### src/rtl/exc_pkg.sv
package exc_pkg;

    localparam int CAUSE_W = 3;

    typedef enum logic [CAUSE_W-1:0] {
        CAUSE_IRQ   = 3'd0,
        CAUSE_UNDEF = 3'd1,
        CAUSE_OVF   = 3'd2,
        CAUSE_TRAP  = 3'd3,
        CAUSE_PRIV  = 3'd4
    } cause_e;

    typedef enum logic [1:0] {
        PW_VEC  = 2'd0,
        PW_IE   = 2'd1,
        PW_MODE = 2'd2,
        PW_NONE = 2'd3
    } pw_sel_e;

    typedef struct packed {
        logic   take;
        cause_e code;
        logic   do_iret;
        logic   do_write;
    } decision_t;

    function automatic int max_int(input int a, input int b);
        return (a > b) ? a : b;
    endfunction

endpackage

### src/rtl/exc_cause_sel.sv
module exc_cause_sel
    import exc_pkg::*;
#(
    parameter int NIRQ = 4,
    parameter int SVCW = 4,
    parameter int IRQW = 2,
    parameter int DETW = 4
) (
    input  logic            clk,
    input  logic            rst,
    input  logic            instr_valid,
    input  logic            opcode_ok,
    input  logic            alu_ovf,
    input  logic            trap_req,
    input  logic [SVCW-1:0] trap_svc,
    input  logic [NIRQ-1:0] irq,
    input  logic            iret_req,
    input  logic            priv_we,
    input  logic            kernel,
    input  logic            irq_en,
    output decision_t       dec,
    output logic [DETW-1:0] detail
);

    logic            viol;
    logic            irq_any;
    logic [IRQW-1:0] irq_idx;

    assign viol    = (priv_we | iret_req) & ~kernel;
    assign irq_any = |irq;

    always_comb begin
        irq_idx = '0;
        for (int i = NIRQ - 1; i >= 0; i--) begin
            if (irq[i]) irq_idx = IRQW'(i);
        end
    end

    always_comb begin
        dec.take     = 1'b0;
        dec.code     = CAUSE_IRQ;
        dec.do_iret  = 1'b0;
        dec.do_write = 1'b0;
        detail       = '0;
        if (instr_valid) begin
            if (!opcode_ok) begin
                dec.take = 1'b1;
                dec.code = CAUSE_UNDEF;
            end else if (viol) begin
                dec.take = 1'b1;
                dec.code = CAUSE_PRIV;
            end else if (alu_ovf) begin
                dec.take = 1'b1;
                dec.code = CAUSE_OVF;
            end else if (trap_req) begin
                dec.take = 1'b1;
                dec.code = CAUSE_TRAP;
                detail   = DETW'(trap_svc);
            end else if (irq_en && irq_any) begin
                dec.take = 1'b1;
                dec.code = CAUSE_IRQ;
                detail   = DETW'(irq_idx);
            end else if (iret_req) begin
                dec.do_iret = 1'b1;
            end else if (priv_we) begin
                dec.do_write = 1'b1;
            end
        end
    end


    undef_wins_chk: assert property (@(posedge clk) disable iff (rst)
        (instr_valid && !opcode_ok) |-> (dec.take && dec.code == CAUSE_UNDEF));


    masked_irq_chk: assert property (@(posedge clk) disable iff (rst)
        !irq_en |-> !(dec.take && dec.code == CAUSE_IRQ));


    idle_quiet_chk: assert property (@(posedge clk) disable iff (rst)
        !instr_valid |-> !(dec.take || dec.do_iret || dec.do_write));


    user_no_write_chk: assert property (@(posedge clk) disable iff (rst)
        !kernel |-> !(dec.do_write || dec.do_iret));

endmodule

### src/rtl/exc_vec_table.sv
module exc_vec_table #(
    parameter int XLEN  = 32,
    parameter int DEPTH = 8,
    parameter int IDXW  = 3
) (
    input  logic            clk,
    input  logic            rst,
    input  logic            we,
    input  logic [IDXW-1:0] widx,
    input  logic [XLEN-1:0] wdata,
    input  logic [IDXW-1:0] ridx,
    output logic [XLEN-1:0] rdata
);

    logic [XLEN-1:0] entry [DEPTH];

    always_ff @(posedge clk) begin
        if (rst) begin
            for (int i = 0; i < DEPTH; i++) entry[i] <= '0;
        end else if (we && (int'(widx) < DEPTH)) begin
            entry[widx] <= wdata;
        end
    end

    assign rdata = (int'(ridx) < DEPTH) ? entry[ridx] : '0;


    table_write_chk: assert property (@(posedge clk) disable iff (rst)
        (we && int'(widx) < DEPTH) |=> (entry[$past(widx)] == $past(wdata)));

endmodule

### src/rtl/exc_state.sv
module exc_state
    import exc_pkg::*;
#(
    parameter int XLEN = 32,
    parameter int DETW = 4
) (
    input  logic            clk,
    input  logic            rst,
    input  logic [XLEN-1:0] instr_pc,
    input  decision_t       dec,
    input  logic [DETW-1:0] detail,
    input  pw_sel_e         wsel,
    input  logic            wbit,
    output logic            kernel,
    output logic            irq_en,
    output logic [XLEN-1:0] epc,
    output cause_e          cause_code,
    output logic [DETW-1:0] cause_detail
);

    always_ff @(posedge clk) begin
        if (rst) begin
            kernel       <= 1'b1;
            irq_en       <= 1'b0;
            epc          <= '0;
            cause_code   <= CAUSE_IRQ;
            cause_detail <= '0;
        end else if (dec.take) begin
            kernel       <= 1'b1;
            irq_en       <= 1'b0;
            epc          <= instr_pc;
            cause_code   <= dec.code;
            cause_detail <= detail;
        end else if (dec.do_iret) begin
            kernel <= 1'b0;
            irq_en <= 1'b1;
        end else if (dec.do_write) begin
            if (wsel == PW_IE)   irq_en <= wbit;
            if (wsel == PW_MODE) kernel <= wbit;
        end
    end


    entry_mask_chk: assert property (@(posedge clk) disable iff (rst)
        dec.take |=> (kernel && !irq_en && epc == $past(instr_pc)));


    return_mode_chk: assert property (@(posedge clk) disable iff (rst)
        dec.do_iret |=> (!kernel && irq_en && $stable(epc)));


    epc_hold_chk: assert property (@(posedge clk) disable iff (rst)
        !dec.take |=> $stable(epc));

endmodule

### src/rtl/exc_dispatch.sv
module exc_dispatch
    import exc_pkg::*;
#(
    parameter int XLEN  = 32,
    parameter int NIRQ  = 4,
    parameter int SVCW  = 4,
    parameter int VDEPTH = 8,
    localparam int VIDXW = $clog2(VDEPTH),
    localparam int IRQW  = (NIRQ > 1) ? $clog2(NIRQ) : 1,
    localparam int DETW  = max_int(SVCW, IRQW)
) (
    input  logic             clk,
    input  logic             rst,
    input  logic             instr_valid,
    input  logic [XLEN-1:0]  instr_pc,
    input  logic             opcode_ok,
    input  logic             alu_ovf,
    input  logic             trap_req,
    input  logic [SVCW-1:0]  trap_svc,
    input  logic [NIRQ-1:0]  irq,
    input  logic             iret_req,
    input  logic             priv_we,
    input  logic [1:0]       priv_sel,
    input  logic [VIDXW-1:0] priv_idx,
    input  logic [XLEN-1:0]  priv_wdata,
    output logic [XLEN-1:0]  pc_next,
    output logic             redirect,
    output logic             commit_ok,
    output logic [XLEN-1:0]  epc,
    output logic [2:0]       cause_code,
    output logic [DETW-1:0]  cause_detail,
    output logic             kernel_mode,
    output logic             irq_en
);

    decision_t       dec;
    logic [DETW-1:0] detail;
    logic [XLEN-1:0] vec_addr;
    pw_sel_e         wsel;
    cause_e          cause_q;
    logic            vec_we;

    assign wsel   = pw_sel_e'(priv_sel);
    assign vec_we = dec.do_write && (wsel == PW_VEC);

    exc_cause_sel #(
        .NIRQ(NIRQ), .SVCW(SVCW), .IRQW(IRQW), .DETW(DETW)
    ) u_sel (
        .clk(clk), .rst(rst),
        .instr_valid(instr_valid), .opcode_ok(opcode_ok), .alu_ovf(alu_ovf),
        .trap_req(trap_req), .trap_svc(trap_svc), .irq(irq),
        .iret_req(iret_req), .priv_we(priv_we),
        .kernel(kernel_mode), .irq_en(irq_en),
        .dec(dec), .detail(detail)
    );

    exc_vec_table #(
        .XLEN(XLEN), .DEPTH(VDEPTH), .IDXW(VIDXW)
    ) u_tab (
        .clk(clk), .rst(rst),
        .we(vec_we), .widx(priv_idx), .wdata(priv_wdata),
        .ridx(VIDXW'(dec.code)), .rdata(vec_addr)
    );

    exc_state #(
        .XLEN(XLEN), .DETW(DETW)
    ) u_st (
        .clk(clk), .rst(rst),
        .instr_pc(instr_pc), .dec(dec), .detail(detail),
        .wsel(wsel), .wbit(priv_wdata[0]),
        .kernel(kernel_mode), .irq_en(irq_en), .epc(epc),
        .cause_code(cause_q), .cause_detail(cause_detail)
    );

    assign cause_code = cause_q;

    always_comb begin
        if (dec.take)         pc_next = vec_addr;
        else if (dec.do_iret) pc_next = epc;
        else                  pc_next = instr_pc + XLEN'(4);
    end

    assign redirect  = dec.take | dec.do_iret;
    assign commit_ok = instr_valid & ~dec.take;


    take_redirect_chk: assert property (@(posedge clk) disable iff (rst)
        (instr_valid && !opcode_ok) |-> (redirect && !commit_ok));


    user_trap_chk: assert property (@(posedge clk) disable iff (rst)
        (instr_valid && !kernel_mode && priv_we) |=> (kernel_mode && cause_code == 3'd4)
            || $past(!opcode_ok));


    trap_kernel_chk: assert property (@(posedge clk) disable iff (rst)
        (instr_valid && opcode_ok && trap_req && !alu_ovf && !priv_we && !iret_req)
            |=> (kernel_mode && cause_code == 3'd3));

endmodule

### config.mk
export PLATFORM = sky130hd
export DESIGN_NAME = exc_dispatch
export DESIGN_NICKNAME = d
export VERILOG_FILES = /design/src/rtl/exc_pkg.sv /design/src/rtl/exc_cause_sel.sv /design/src/rtl/exc_vec_table.sv /design/src/rtl/exc_state.sv /design/src/rtl/exc_dispatch.sv
export SDC_FILE = /design/constraint.sdc
export NUM_CORES = 1
export LEC_CHECK = 0
export BUFFER_PORTS_ARGS = -buffer_cell sky130_fd_sc_hd__buf_2
export CAP_MARGIN = 20
export CORE_ASPECT_RATIO = 1.25
export CORE_MARGIN = 10
export CORE_UTILIZATION = 50
export CTS_CLUSTER_DIAMETER = 60
export DETAILED_ROUTE_END_ITERATION = 8
export PLACE_DENSITY = 0.72
export SETUP_SLACK_MARGIN = 0.02
export SYNTH_ARGS = -nofsm -noshare
export SYNTH_HDL_FRONTEND = slang
export SYNTH_SLANG_ARGS = --single-unit
### constraint.sdc
create_clock -name clk -period 2.7 [get_ports clk]
set_input_delay 0.54 -clock clk [delete_from_list [all_inputs] [get_ports clk]]
set_output_delay 0.54 -clock clk [all_outputs]
set_load 0.005 [all_outputs]
Yosys cells after proc, flatten, opt, wreduce, memory -nomap -nowiden. Memory sizes are Yosys's and may differ from the RTL's. Cells that the tools add are included.

Bits in registers: 41. Bits in writable memories: 256. Input bits: 85. Output and inout port bits: 75. Word-level logic and storage cells: 66. Memories kept: 1.

Add/subtract/negate cells: 1. Equality and inequality tests: 2. Mux-type cells: 40. Bitwise gates (word level): 6. Reductions and logical operators: 11.

Memories: u_tab.entry (depth 8, width 32, read ports 1, clocked after memory_dff 0, write ports 8, line exc_vec_table.sv:15) `logic [XLEN-1:0] entry [DEPTH];`.

Operator list (count): 2-to-1 mux 32 bit (3); 2-to-1 mux 4 bit (10); adder 32 x 3 -> 32 bit, second input constant (1); OR reduction 32 bit (1); 2-to-1 mux 2 bit (10); 2-to-1 mux 1 bit (15); 2-to-1 mux 6 bit (1); nonzero test 2 bit (3); AND reduction 2 bit (2); OR reduction 4 bit (1); 2-to-1 mux 3 bit (1); AND 1 bit (2); == test 2 x 1 -> 1 bit, second input constant (1); == test 2 bit, second input constant (1); logical AND 1 bit (2); logical NOT 2 bit (1); inverter 1 bit (2); OR 1 bit (2); OR reduction 2 bit (1).

Logic depth before layout (Yosys ltp).
Depth after elaboration: 14. Mapped depth: 11. Depth with buffers taken out: 7.

Modules after synthesis. Synthesis repeated with hierarchy kept, for this count alone.

Cells, all modules: 1073. Area total of the unflattened synthesis: 14241.2 sq um.

Modules (own cells, without submodules): exc_vec_table (instances 1, cells an instance 729, area an instance 11451.0 sq um, sequential area each 7687.4 sq um); exc_state (instances 1, cells an instance 136, area an instance 1508.9 sq um, sequential area each 820.8 sq um); exc_dispatch (instances 1, cells an instance 181, area an instance 1107.3 sq um, sequential area each 0.0 sq um); exc_cause_sel (instances 1, cells an instance 27, area an instance 173.9 sq um, sequential area each 0.0 sq um).

Worst setup path after synthesis. Ideal clock, no wire load.

Kind: input -> output. From: input iret_req. To: output pc_next[12]. Data arrival time: 2232 ps. Required time: 2160 ps. Slack: -72 ps. Cell stages on the path: 8. Path buffers: 3. Cells stage by stage: buf_6 > o21bai_4 > buf_6 > a31oi_4 > buf_6 > mux4_2 > a222oi_1 > nand2_1.

Cells in the longest elaborated chain, start to end: 9.

Ends and longest elaborated chain: start: declaration (line exc_dispatch.sv:21) `input logic iret_req,`; 2-to-1 mux 1 bit (line exc_cause_sel.sv:63) `end else if (iret_req) begin`; 2-to-1 mux 2 bit (line exc_cause_sel.sv:59) `end else if (irq_en && irq_any) begin`; 2-to-1 mux 2 bit (line exc_cause_sel.sv:55) `end else if (trap_req) begin`; 2-to-1 mux 2 bit (line exc_cause_sel.sv:52) `end else if (alu_ovf) begin`; 2-to-1 mux 2 bit (line exc_cause_sel.sv:49) `end else if (viol) begin`; 2-to-1 mux 2 bit (line exc_cause_sel.sv:46) `if (!opcode_ok) begin`; 2-to-1 mux 6 bit * (line exc_cause_sel.sv:45) `if (instr_valid) begin`; branches (longest 1 deep; another with memory (8 x 32 bit)); 2-to-1 mux 32 bit * (line exc_dispatch.sv:78) `if (dec.take) pc_next = vec_addr;`; end: declaration (line exc_dispatch.sv:26) `output logic [XLEN-1:0] pc_next,`.

Every way passes the cells marked *.

Worst setup path after layout.
From: register u_st.kernel. To: output pc_next[12].

Cells in the longest elaborated chain, start to end: 7.

Ends and longest elaborated chain: start: declaration (line exc_state.sv:14) `output logic kernel,`; start signal: assignment (line exc_state.sv:39) `if (wsel == PW_MODE) kernel <= wbit;`; inverter 1 bit * (line exc_cause_sel.sv:29) `assign viol = (priv_we | iret_req) & ~kernel;`; AND 1 bit * (line exc_cause_sel.sv:29); 2-to-1 mux 4 bit / 2-to-1 mux 2 bit (equally long branches) (line exc_cause_sel.sv:49); 2-to-1 mux 4 bit / 2-to-1 mux 2 bit (equally long branches) (line exc_cause_sel.sv:46); 2-to-1 mux 6 bit * (line exc_cause_sel.sv:45); memory (8 x 32 bit) / 2-to-1 mux 32 bit (equally long branches); 2-to-1 mux 32 bit * (line exc_dispatch.sv:78).

Mark *: on every way between the ends. The rest lies on a longest branch, timed or not.

==> impl_metrics.toml <==
[power]
netSwitchingPower_mw = 1.70
combPwrFrac_pct = 13.1
power_density_nw_per_um2 = 552
cellLeakagePower_nw = 5.37
ir_drop_mv = 0.508
power_frac_seq_pct = 48.2
p_int_mw = 5.54
power_mw = 7.24
swShare_pct = 23.5
p_clk_share_pct = 38.8

[synth]
ys.flop_type = "edfxtp_1"
syn_area_sq_um = 9820
yosysSeqAreaShare_pct = 57.3
avgSynthCellArea_sq_um = 11.8
async_flop_share_pct = 0
synth-seq-cells = 201
yosys-top-cells-count = "and2_1 (162), edfxtp_1 (160), nand2_1 (114)"
synth_cell_types = 61
syn_nets = 915
yosysTopAreaCell = "edfxtp_1"
synthesis.instances = 829
synth.area.top_cells = "edfxtp_1 (49%), and2_1 (10%), dfxtp_1 (8.4%), mux4_2 (6.2%), nand2_1 (4.4%)"
synth_edf_count = 160
yosys.cell_count.top_type = "and2_1"
ys_warn_count = 0
yosysTopAreaCellShare_pct = 48.9

[timing]
slew_viol_final = 0
fmax_ghz = 0.313
timing.slew.headroom_pct = 60.2
clock_skew_ns = 0.00955
finalCritPeriodShare_pct = 118
worstMarginPinSlew_ns = 0.597
worst_slack_ns = -0.493
min_period_ns = 3.19
rsz0062_at_grt = "yes"
setup_viol = 33
hold_viol_final = 0

[finish]
n_antenna_cell = 0
fin_nets = 1200
syn_to_final_growth_pct = 33.6
drive_gt1_share_pct = 38.6
final_cell_count_no_fill = 1392

[drt]
routed_wl_microns = 30700
drt_iter0_drc = 775
ant_nets = 0
wire_per_inst_microns = 22.1
num_vias = 7766
routed_via_density = 5.58
drtPass1Iterations = 5
drc_errors = 0

[worst_setup_path]
crit_family = "buffers and inverters"
criticalPathCategory = "flop to primary output"
cp.arrival_ns = 2.65
rrSetupSlack_ns = 0.40
critPathMaxStageDelay_ns = 0.34
cp.depth = 10
rr_endpoint = "u_tab.entry[4][6]"
startpoint = "u_st.kernel"
path_buf_inv = 5
startpoint_type = "flop"
r2r_start = "u_st.kernel"
endpoint = "pc_next[12]"
crit_path_top_delay_cell = "mux4_2"
required_ns = 2.16
path_max_fanout = 7
end_kind = "primary output"
crit_path_cell_trace = "o21bai_4 > buf_4 > buf_6 > nand3b_1 > buf_12 > buf_8 > mux4_2 > a222oi_1 > nand2_1 > buf_2"
reg2reg_depth = 11

[run_status]
violations = "setup timing"
status = "finished with violations"

[die]
fp.dieArea_sq_um = 25700
die-width_microns = 145
ios = 160
die_h_microns = 177
core_sq_um = 19400
row_count = 57
initial_core_util_pct = 50.6

[global_routing]
antenna_found_initial = 0
grt_overflow_total = 0
grt.total_usage_pct = 22.8
grt_pass1_wl_microns = 45600
grt_max_degree = 47
grt_pass1_vias = 7920

[clocking]
cts_tree = "built"
path_clk_slew_ns = 0.06
cts_htree_levels = 1
cts_root_buffer = "clkbuf_16"
clockBufferDepth = 3
clock_latency_ns = 0.49
clock-sinks = 201
ctsHoldBuffers = 0
numCtsBuffers = 21

[job]
drv_cap = 0

[placement]
placed_cells = 1322
portBuffers = 159
gp_congestion = 0.876
dpl.hpwl_microns = 21200

[worst_hold_path]
min_path_type = "input pin to flop"
hold_path_depth = 3
[sequential cells by signal, summed over array words and instances, names as in the netlist]
name and cells:
u_tab.entry 160, u_st.kernel 1, u_st.cause_detail 4, u_st.epc 32, u_st.cause_code 3, u_st.irq_en 1
[layer usage]
metal,up-vias,share of wire (%),track usage [%]
met1,3805,36,25.5
met4,0,2.8,7.43
met5,-,0,0
li1,3581,-,-
met2,328,53,43.0
met3,52,7.5,3.71
[worst register-to-register path, cell delays in order (launching register included)]
cell and delay [ns]:
dfxtp_2 0.33, o21bai_4 0.13, buf_4 0.16, buf_6 0.11, buf_4 0.12, nand2_2 0.09, nor4_4 0.22, buf_4 0.18
nand2b_4 0.09, nor2_4 0.13, or2_2 0.21, buf_12 0.21
[power groups by stage]
stage,logic [mW],clock network (mW),registers (mW)
finish,0.946,2.81,3.49
global route,1.01,2.96,3.49
CTS,0.904,2.83,3.49
detailed placement,0.828,0,3.55
global placement,0.821,0,3.54
floorplan,0.360,0,3.54
[cell families after synthesis]
group / Yosys count / synth area share, %
AOI/OAI and AO/OA: 139 / 9.30
xor gates and xnor gates: 27 / 2.41
adders and majority gates: 1 / 0.127
buffers and inverters: 57 / 3.25
DFF: 201 / 57.3
muxes: 30 / 6.50
and+or+nand+nor: 374 / 21.1
[through the flow]
step	cell area (sq um)	TNS [ns]	worst slack, ns	hold WS [ns]	utilization, %
6_report	13100	-10.31	-0.493	0.294	67.6
5_1_grt	13100	-12.88	-0.531	0.305	67.6
4_1_cts	12900	-10.62	-0.439	0.279	66.3
3_5_place_dp	11900	-34.03	-0.361	0.462	61.2
3_3_place_gp	11900	-30.56	-0.379	0.456	61.2
2_1_floorplan	9830	-0.00287	-0.00287	0.463	-
[final cells by class]
| type | instances | area, sq um |
|---|---|---|
| multi-input cells | 572 | 4090 |
| clock buffers | 27 | 558 |
| fillers | 1436 | 6280 |
| flip-flops and latches | 201 | 5630 |
| inverters | 4 | 15.0 |
| repair buffers | 314 | 2400 |
| clock inverters | 9 | 91.3 |
| well taps | 265 | 332 |
[timing repair]
action | CTS | global route
pin swaps | 22 | 25
buffers inserted | 14 | 20
setup endpoints to repair | 32 | 33
gates cloned | 1 | 2
resized for setup | 66 | 36
[placed cells by master (no fill, tap or decap), drive strengths merged, types with 2 or more instances in the layout]
cell type / n
nand3: 11
a31oi: 4
and4: 4
buf: 313
a222oi: 12
or2: 6
a221o: 4
nand4: 16
xor2: 9
and3: 3
nor4: 5
edfxtp: 160
nor3: 6
clkinv: 6
a22oi: 16
dfxtp: 41
nor2: 30
a21oi: 47
o21a: 2
mux2i: 3
nand2: 116
clkbuf: 28
xnor2: 18
mux4: 27
bufinv: 2
a21o: 4
o21ai: 40
nand2b: 4
o21bai: 2
nor2b: 2
a21boi: 2
inv: 4
and2: 164
[worst min path at each step]
stage                 start                    to  slack [ns]
2_1_floorplan  u_st.epc[15]          u_st.epc[15]        0.46
3_3_place_gp    u_st.epc[1]           u_st.epc[1]        0.46
3_5_place_dp   u_st.epc[30]          u_st.epc[30]        0.46
4_1_cts         trap_svc[2]  u_st.cause_detail[2]        0.28
5_1_grt         trap_svc[1]  u_st.cause_detail[1]        0.31
6_report        instr_pc[1]           u_st.epc[1]        0.29
(Power assumes the default switching activity.)
